### src/rtl/chgpulse_pkg.sv
`timescale 1ns/1ps
package chgpulse_pkg;

    typedef enum logic [1:0] {
        PH_OFF     = 2'd0,
        PH_FAST    = 2'd1,
        PH_REDUCED = 2'd2,
        PH_TRICKLE = 2'd3
    } phase_e;

    typedef enum logic [1:0] {
        ST_IDLE    = 2'd0,
        ST_WIN_ON  = 2'd1,
        ST_WIN_OFF = 2'd2,
        ST_STEADY  = 2'd3
    } state_e;

endpackage

### src/rtl/chgpulse_tick.sv
`timescale 1ns/1ps
module chgpulse_tick #(
    parameter int DIV = 200
) (
    input  logic clk,
    input  logic rst_n,
    input  logic clr,
    output logic tick
);
    localparam int DW = (DIV > 1) ? $clog2(DIV) : 1;

    logic [DW-1:0] div_q;

    assign tick = (div_q == DW'(DIV - 1));

    always_ff @(posedge clk or negedge rst_n) begin
        if (!rst_n) begin
            div_q <= '0;
        end else if (clr || tick) begin
            div_q <= '0;
        end else begin
            div_q <= div_q + 1'b1;
        end
    end
endmodule

### src/rtl/chgpulse_window.sv
`timescale 1ns/1ps
module chgpulse_window #(
    parameter int CW = 20
) (
    input  logic          clk,
    input  logic          rst_n,
    input  logic          clr,
    input  logic          tick,
    input  logic [CW-1:0] lim,
    output logic          done
);
    logic [CW-1:0] cnt_q;

    assign done = tick && (cnt_q == (lim - 1'b1));

    always_ff @(posedge clk or negedge rst_n) begin
        if (!rst_n) begin
            cnt_q <= '0;
        end else if (clr) begin
            cnt_q <= '0;
        end else if (tick) begin
            cnt_q <= cnt_q + 1'b1;
        end
    end
endmodule

### src/rtl/chgpulse_hyst.sv
`timescale 1ns/1ps
module chgpulse_hyst (
    input  logic clk,
    input  logic rst_n,
    input  logic arm,
    input  logic lo,
    input  logic hi,
    output logic level_d
);
    logic level_q;

    always_comb begin
        if (!arm) begin
            level_d = 1'b0;
        end else if (hi) begin
            level_d = 1'b0;
        end else if (lo) begin
            level_d = 1'b1;
        end else begin
            level_d = level_q;
        end
    end

    always_ff @(posedge clk or negedge rst_n) begin
        if (!rst_n) begin
            level_q <= 1'b0;
        end else begin
            level_q <= level_d;
        end
    end
endmodule

### src/rtl/chgpulse_top.sv
`timescale 1ns/1ps
module chgpulse_top #(
    parameter int CLK_PER_US = 200,
    parameter int ON_US      = 260,
    parameter int OFF_US     = 1820,
    parameter int PER_W      = 20
) (
    input  logic             clk,
    input  logic             rst_n,
    input  logic [1:0]       phase_i,
    input  logic             sns_lo_i,
    input  logic             sns_hi_i,
    input  logic             gated_i,
    input  logic [PER_W-1:0] trickle_per_i,
    output logic             en_o
);
    import chgpulse_pkg::*;

    localparam int CW = PER_W;
    localparam logic [CW-1:0] ON_LIM  = CW'(ON_US);
    localparam logic [CW-1:0] OFF_LIM = CW'(OFF_US);

    phase_e        ph_in;
    phase_e        ph_q;
    state_e        state_q;
    state_e        state_d;
    logic          restart;
    logic          tick;
    logic          tick_clr;
    logic          win_clr;
    logic          win_done;
    logic          hyst_d;
    logic          en_q;
    logic          open_d;
    logic [CW-1:0] trickle_off;
    logic [CW-1:0] win_lim;

    assign ph_in       = phase_e'(phase_i);
    assign restart     = (ph_in != ph_q);
    assign trickle_off = (trickle_per_i > ON_LIM) ? (trickle_per_i - ON_LIM) : CW'(1);
    assign win_lim     = (state_q == ST_WIN_ON) ? ON_LIM :
                         ((ph_in == PH_TRICKLE) ? trickle_off : OFF_LIM);
    assign tick_clr    = restart || (ph_in == PH_OFF);
    assign win_clr     = tick_clr || win_done;

    chgpulse_tick #(.DIV(CLK_PER_US)) u_tick (
        .clk   (clk),
        .rst_n (rst_n),
        .clr   (tick_clr),
        .tick  (tick)
    );

    chgpulse_window #(.CW(CW)) u_win (
        .clk   (clk),
        .rst_n (rst_n),
        .clr   (win_clr),
        .tick  (tick),
        .lim   (win_lim),
        .done  (win_done)
    );

    chgpulse_hyst u_hyst (
        .clk     (clk),
        .rst_n   (rst_n),
        .arm     (ph_in != PH_OFF),
        .lo      (sns_lo_i),
        .hi      (sns_hi_i),
        .level_d (hyst_d)
    );

    // next-state logic
    always_comb begin
        state_d = state_q;
        if (ph_in == PH_OFF) begin
            state_d = ST_IDLE;
        end else if (restart) begin
            state_d = (ph_in == PH_FAST) ? ST_STEADY : ST_WIN_ON;
        end else begin
            unique case (state_q)
                ST_IDLE:    state_d = (ph_in == PH_FAST) ? ST_STEADY : ST_WIN_ON;
                ST_WIN_ON:  if (win_done) state_d = ST_WIN_OFF;
                ST_WIN_OFF: if (win_done) state_d = ST_WIN_ON;
                ST_STEADY:  state_d = ST_STEADY;
            endcase
        end
    end

    // state register
    always_ff @(posedge clk or negedge rst_n) begin
        if (!rst_n) begin
            state_q <= ST_IDLE;
            ph_q    <= PH_OFF;
        end else begin
            state_q <= state_d;
            ph_q    <= ph_in;
        end
    end

    // output decode of the state being entered
    always_comb begin
        unique case (state_d)
            ST_IDLE:    open_d = 1'b0;
            ST_WIN_ON:  open_d = 1'b1;
            ST_WIN_OFF: open_d = 1'b0;
            ST_STEADY:  open_d = 1'b1;
        endcase
    end

    always_ff @(posedge clk or negedge rst_n) begin
        if (!rst_n) begin
            en_q <= 1'b0;
        end else begin
            en_q <= open_d && (gated_i || hyst_d);
        end
    end

    assign en_o = en_q;
endmodule

### config.mk
export PLATFORM = sky130hd
export DESIGN_NAME = chgpulse_top
export DESIGN_NICKNAME = d
export VERILOG_FILES = /design/src/rtl/chgpulse_pkg.sv /design/src/rtl/chgpulse_tick.sv /design/src/rtl/chgpulse_window.sv /design/src/rtl/chgpulse_hyst.sv /design/src/rtl/chgpulse_top.sv
export SDC_FILE = /design/constraint.sdc
export NUM_CORES = 1
export LEC_CHECK = 0
export BUFFER_PORTS_ARGS = -buffer_cell sky130_fd_sc_hd__buf_2
export CAP_MARGIN = 20
export CORE_ASPECT_RATIO = 1.25
export CORE_MARGIN = 8
export CORE_UTILIZATION = 40
export DETAILED_ROUTE_END_ITERATION = 10
export GPL_TIMING_DRIVEN = 0
export PLACE_DENSITY_LB_ADDON = 0.25
export SYNTH_ARGS = -nofsm -noshare
export SYNTH_HDL_FRONTEND = slang
export SYNTH_SLANG_ARGS = --single-unit
### constraint.sdc
create_clock -name clk -period 4.2 [get_ports clk]
set_clock_uncertainty 0.2 [all_clocks]
set_input_delay 0.42 -clock clk [delete_from_list [all_inputs] [get_ports clk]]
set_output_delay 0.42 -clock clk [all_outputs]
set_load 0.03 [all_outputs]
* Word level (Yosys, flattened, before mapping)
Index checks and enable logic that the tools add are counted.
** Operators by class
- $add $sub $neg :: 4
- $lt $le $gt $ge :: 1
- Mux-type cells :: 16
- Equality and inequality tests :: 11
- Reduce and logical (&&, ||, !) cells :: 13
** Operator list (number)
- 2-to-1 mux 20 bit :: 5
- adder 20 x 1 -> 20 bit, second input constant :: 1
- equality test 20 bit :: 1
- > comparator 20 x 9 -> 1 bit, second input constant :: 1
- subtractor 20 x 1 -> 20 bit, second input constant :: 1
- subtractor 20 x 9 -> 20 bit, second input constant :: 1
- equality test 2 bit, second input constant :: 5
- 2-to-1 mux 2 bit :: 5
- adder 8 x 1 -> 8 bit, second input constant :: 1
- equality test 8 bit, second input constant :: 1
- 2-to-1 mux 8 bit :: 1
- case mux 2 bit (4 select lines) :: 1
- equality test 2 x 1 -> 1 bit, second input constant :: 3
- logical NOT 2 bit :: 3
- logical OR 1 bit :: 4
- nonzero test 2 bit :: 2
- OR reduction 2 bit :: 2
- 2-to-1 mux 1 bit :: 3
- logical AND 1 bit :: 2
- != test 2 bit :: 1
- case mux 1 bit (2 select lines) :: 1
** Word-level totals
- Input bits :: 27
- Flip-flop bits (word level) :: 34

* Longest topological paths before layout
- Depth after elaboration :: 15
- Gate-level depth with buffers :: 22
- Depth with buffers taken out :: 19

* Modules after synthesis
A second synthesis with hierarchy kept.
** Second synthesis, totals
- Cell total of the unflattened synthesis :: 354
- Area total of the unflattened synthesis :: 2942.8 um^2
** Modules (own cells, without submodules)
- chgpulse_window :: area an instance 1600.3 um^2, times used 1, cells each 186
- chgpulse_top :: area an instance 890.9 um^2, times used 1, cells each 125
- chgpulse_tick :: area an instance 410.4 um^2, times used 1, cells each 40
- chgpulse_hyst :: area an instance 41.3 um^2, times used 1, cells each 3

* Least setup slack after synthesis
No wires, ideal clock.
- Path kind :: input-to-reg
- From :: in trickle_per_i[2]
- To :: reg u_win.cnt_q[16]
- Path buffers :: 3
- Setup time :: 119 ps
- Cell stages on the path :: 19
- Arrival time :: 4044 ps
- Required time :: 3881 ps
- Path slack :: -162 ps
- Cell sequence :: buf_1 inv_1 ha_1 nand2b_1 o21ai_1 nor2_1 nor2_1 nand2_1 ha_1 a2111oi_0 nand3b_1 xor2_1 nor4_1 nand4_1 nor4_4 or2_1 buf_6 buf_6 nor2_1
** Between the ends
- Cells in the longest elaborated chain, start to end :: 9
** Ends and longest elaborated chain
- from (decl) :: line chgpulse_top.sv:14 : input logic [PER_W-1:0] trickle_per_i,
- subtractor 20 x 9 -> 20 bit / > comparator 20 x 9 -> 1 bit (equally long branches) :: line chgpulse_top.sv:40 : assign trickle_off = (trickle_per_i > ON_LIM) ? (trickle_per_i - ON_LIM) : CW'(1);
- 2-to-1 mux 20 bit * :: line chgpulse_top.sv:40
- 2-to-1 mux 20 bit * :: line chgpulse_top.sv:42 : ((ph_in == PH_TRICKLE) ? trickle_off : OFF_LIM);
- 2-to-1 mux 20 bit * :: line chgpulse_top.sv:41 : assign win_lim = (state_q == ST_WIN_ON) ? ON_LIM :
- subtractor 20 x 1 -> 20 bit * :: line chgpulse_window.sv:14 : assign done = tick && (cnt_q == (lim - 1'b1));
- equality test 20 bit * :: line chgpulse_window.sv:14
- logical AND 1 bit * :: line chgpulse_window.sv:14
- logical OR 1 bit * :: line chgpulse_top.sv:44 : assign win_clr = tick_clr || win_done;
- 2-to-1 mux 20 bit / nonzero test 2 bit (equally long branches)
- to (signal assigned) :: line chgpulse_window.sv:22 : cnt_q <= cnt_q + 1'b1;
- to (decl) :: line chgpulse_window.sv:12 : logic [CW-1:0] cnt_q;
Every way passes the cells marked *; elsewhere a longest branch is shown, timed or not.
A chain may end at the register's enable or synchronous reset.

* Worst setup path after layout
- From :: in trickle_per_i[2]
- To :: reg u_win.cnt_q[15]
Same word-level chain as after synthesis.

==> run_results.csv <==
group,metric,value,unit
status,status,"finished with violations",
status,violations,"hold timing",
yosys,synthArstFlopShare,100,%
cells_and_area,layout_common_cells,"nor2_1, nand2_1, dfrtp_1",
yosys,synth_compound_area_share,19.9,%
timing,fmax,0.248,GHz
cts,clock_latency,280,ps
timing,hold_violations,2,
cells_and_area,num_antenna_cells,0,
timing,setup_ws,169,ps
yosys,synth-edff-count,0,
die,coreArea,0.00819,mm2
cells_and_area,n_fill_cell,789,
die,row_count,37,
critical_path,startpoint,"trickle_per_i[2]",
yosys,ys_top_cells_by_area,"dfrtp_1, xor2_1, nor2_1",
yosys,synth.ff_latch_count,34,
placement,dpl_cell_area,0.00361,mm2
yosys,ys_types,67,
cts,ctsRootBufferMaster,"clkbuf_8",
timing,final.period_utilization,96.0,%
critical_path,crit_required,4170,ps
critical_path,end_kind,"flip-flop",
cts,htree_levels,2,
critical_path,crit_arrival,4000,ps
die,initial_utilization,41.1,%
worst_hold_path,hp-class,"in -> async",
timing,final-setup-viol-count,0,
timing,tightest_slew,767,ps
cells_and_area,drive_gt1_share,20.0,%
drt,drc,0,
critical_path,worstReg2RegEnd,"u_win.cnt_q[15]$_DFFE_PN0P_",
timing,tns,0,ps
yosys,synth_top_family_by_area,"simple AND/OR/NAND/NOR gates",
yosys,synth-warning-count,0,
timing,max-slew-margin-rel,48.9,%
timing,whs,-3.02,ps
cells_and_area,nets,508,
job,max_cap_viol_count,0,
yosys,synthesis.area,0.00337,mm2
drt,wl,9.54,mm
yosys,synth-main-ff-cell,"dfrtp_1",
pwr,power_density,195,mW/mm2
die,fp.dieH,119,um
timing,final.min_clock_period,4030,ps
drt,drtAntennaViolNets,0,
pwr,ir_worst_vdd,0.000204,V
drt,first_pass_iters,4,
pwr,finalPower,785,uW
critical_path,ff2ff_setup_slack,350,ps
die,ios,28,
critical_path,path_max_fanout,10,
global_route,grt_pass1_vias,3351,
cts,cts.sinks,34,
yosys,syn-num-nets,460,
drt,drt-vias-per-instance,5.92,
drt,wl_per_cell,16.7,um
die,die_w,98.1,um
critical_path,path_class,"in -> reg",
yosys,yosysTopAreaCell,"dfrtp_1",
cells_and_area,fin_util,49.2,%
yosys,synthXorXnorAreaFrac,13.3,%
placement,port_buffers,23,
global_route,antenna_found_initial,0,
critical_path,critPathLaunchType,"input pin",
yosys,synth_top_area_share,25.3,%
drt,num_vias,3395,
yosys,synth-simple-area-share,34.0,%
cells_and_area,final_cell_area,0.00403,mm2
cts,cts_tree,"yes",
placement,dpl_worst_slack,-1160,ps
cells_and_area,area_growth_syn_to_layout,19.6,%
yosys,synth_mux_area_share,1.82,%
placement,place.gp.congestion,0.898,
timing,drv_slew,0,
global_route,gr-total-overflow,0,
critical_path,r2r-start,"state_q[0]$_DFF_PN0_",
placement,dp_hpwl,7.06,mm
yosys,synth_fa_ha_area_share,1.86,%
yosys,syn_inst,428,
yosys,syn_avg_cell_area,7.87,um2
global_route,grt_pass1_wl,15.5,mm
cells_and_area,final_common_cell,"nor2_1",
cells_and_area,final_cells,573,
pwr,p_leak,1.49,nW
yosys,ys_seq_area_share,25.3,%
global_route,grt_max_degree,35,
cts,clk_pin_slew,70,ps
cts,clockBufferDepth,2,
die,dieArea,0.0116,mm2
drt,first_iter_violations,128,
global_route,grt_usage,16.0,%
placement,dpl.cell_count,548,
critical_path,reg2reg_depth,15,
cts,cts_buffers,5,
## critical path, stage by stage
cell	delay [ps]
buf_2	120
buf_4	170
inv_1	50
ha_1	210
or2_2	270
o31a_1	340
a2111oi_4	350
o2111ai_4	180
a21oi_2	220
o221ai_1	170
or3_1	340
a22o_1	240
nor4_4	280
buf_4	180
or2_1	110
buf_6	130
buf_6	140
nor2_1	60
## area by class of cell
cell class                 count  area (um2)  area share [%]
buffer                        20         110            2.73
clock buffer                   5        68.8            1.71
clock inverter                 2        10.0           0.249
inverter                       8        30.0           0.746
multi-input combinational    366        2590            64.2
sequential                    34         851            21.1
tap                           97         121            3.01
timing repair buffer          41         250            6.21
## kinds of logic after synthesis
group                      after synthesis
muxes                                    6
buffers and inverters                   28
AOI/OAI and AO/OA                       94
and+or+nand+nor                        210
adders and majority gates                5
DFF                                     34
xor gates and xnor gates                51
## cells in the mapped netlist, types with 3 or more instances
cell / n
ha_1: 5
nand2b_1: 5
inv_1: 8
clkbuf_1: 11
o41ai_1: 3
o2bb2ai_1: 3
nand3b_1: 6
nor3_1: 14
dfrtp_1: 34
nor4_4: 4
xor2_1: 28
nor4_1: 7
nand4_1: 9
buf_6: 3
nor3b_1: 5
xnor2_1: 23
or2_2: 4
a31oi_1: 5
buf_2: 4
o211ai_1: 9
or3_1: 9
and4b_1: 3
o2111ai_1: 3
o21ai_0: 21
nor2_1: 64
or2_1: 3
and3_1: 8
nand2_1: 35
nor2b_1: 3
a21boi_0: 3
mux2i_1: 5
nand3_1: 19
a21oi_1: 16
## worst max path at each step
| stage | slack (ps) | cells after the start | end |
|---|---|---|---|
| after global routing | -1 | 18 | u_win.cnt_q[15]$_DFFE_PN0P_ |
| after CTS | 0.7 | 18 | u_win.cnt_q[18]$_DFFE_PN0P_ |
| final | 170 | 18 | u_win.cnt_q[15]$_DFFE_PN0P_ |
| after global placement | -1110 | 20 | u_win.cnt_q[16]$_DFFE_PN0P_ |
| after floorplan | 50 | 19 | u_win.cnt_q[16]$_DFFE_PN0P_ |
| after detailed placement | -1160 | 20 | u_win.cnt_q[18]$_DFFE_PN0P_ |
## registers in the layout, indices dropped and copies added (netlist names)
signal          flops
en_o                1
ph_q                2
state_q             2
u_hyst.level_q      1
u_tick.div_q        8
u_win.cnt_q        20
## metal layers
| metal | global-route usage (%) | share of wire [%] | up-vias |
|---|---|---|---|
| met2 | 28.3 | 52 | 79 |
| met4 | 10.9 | 4.6 | 0 |
| met1 | 17.0 | 41 | 1621 |
| met3 | 2.76 | 3.1 | 28 |
| li1 | - | - | 1667 |
| met5 | 0 | 0 | - |
## report_power, final
part           switching, mW  internal [mW]  total, mW
clock network          0.113          0.111      0.224
registers            0.00403          0.333      0.337
logic                  0.139         0.0860      0.225
## what timing repair did
action / 4_1_cts / 5_1_grt
setup endpoints to repair: 23 / 23
pin swaps: 3 / 12
hold endpoints to repair: 0 / 0
hold buffers: 0 / 0
setup buffers: 5 / 13
gates resized for setup: 18 / 22
Power figures use the tool's default switching activity.
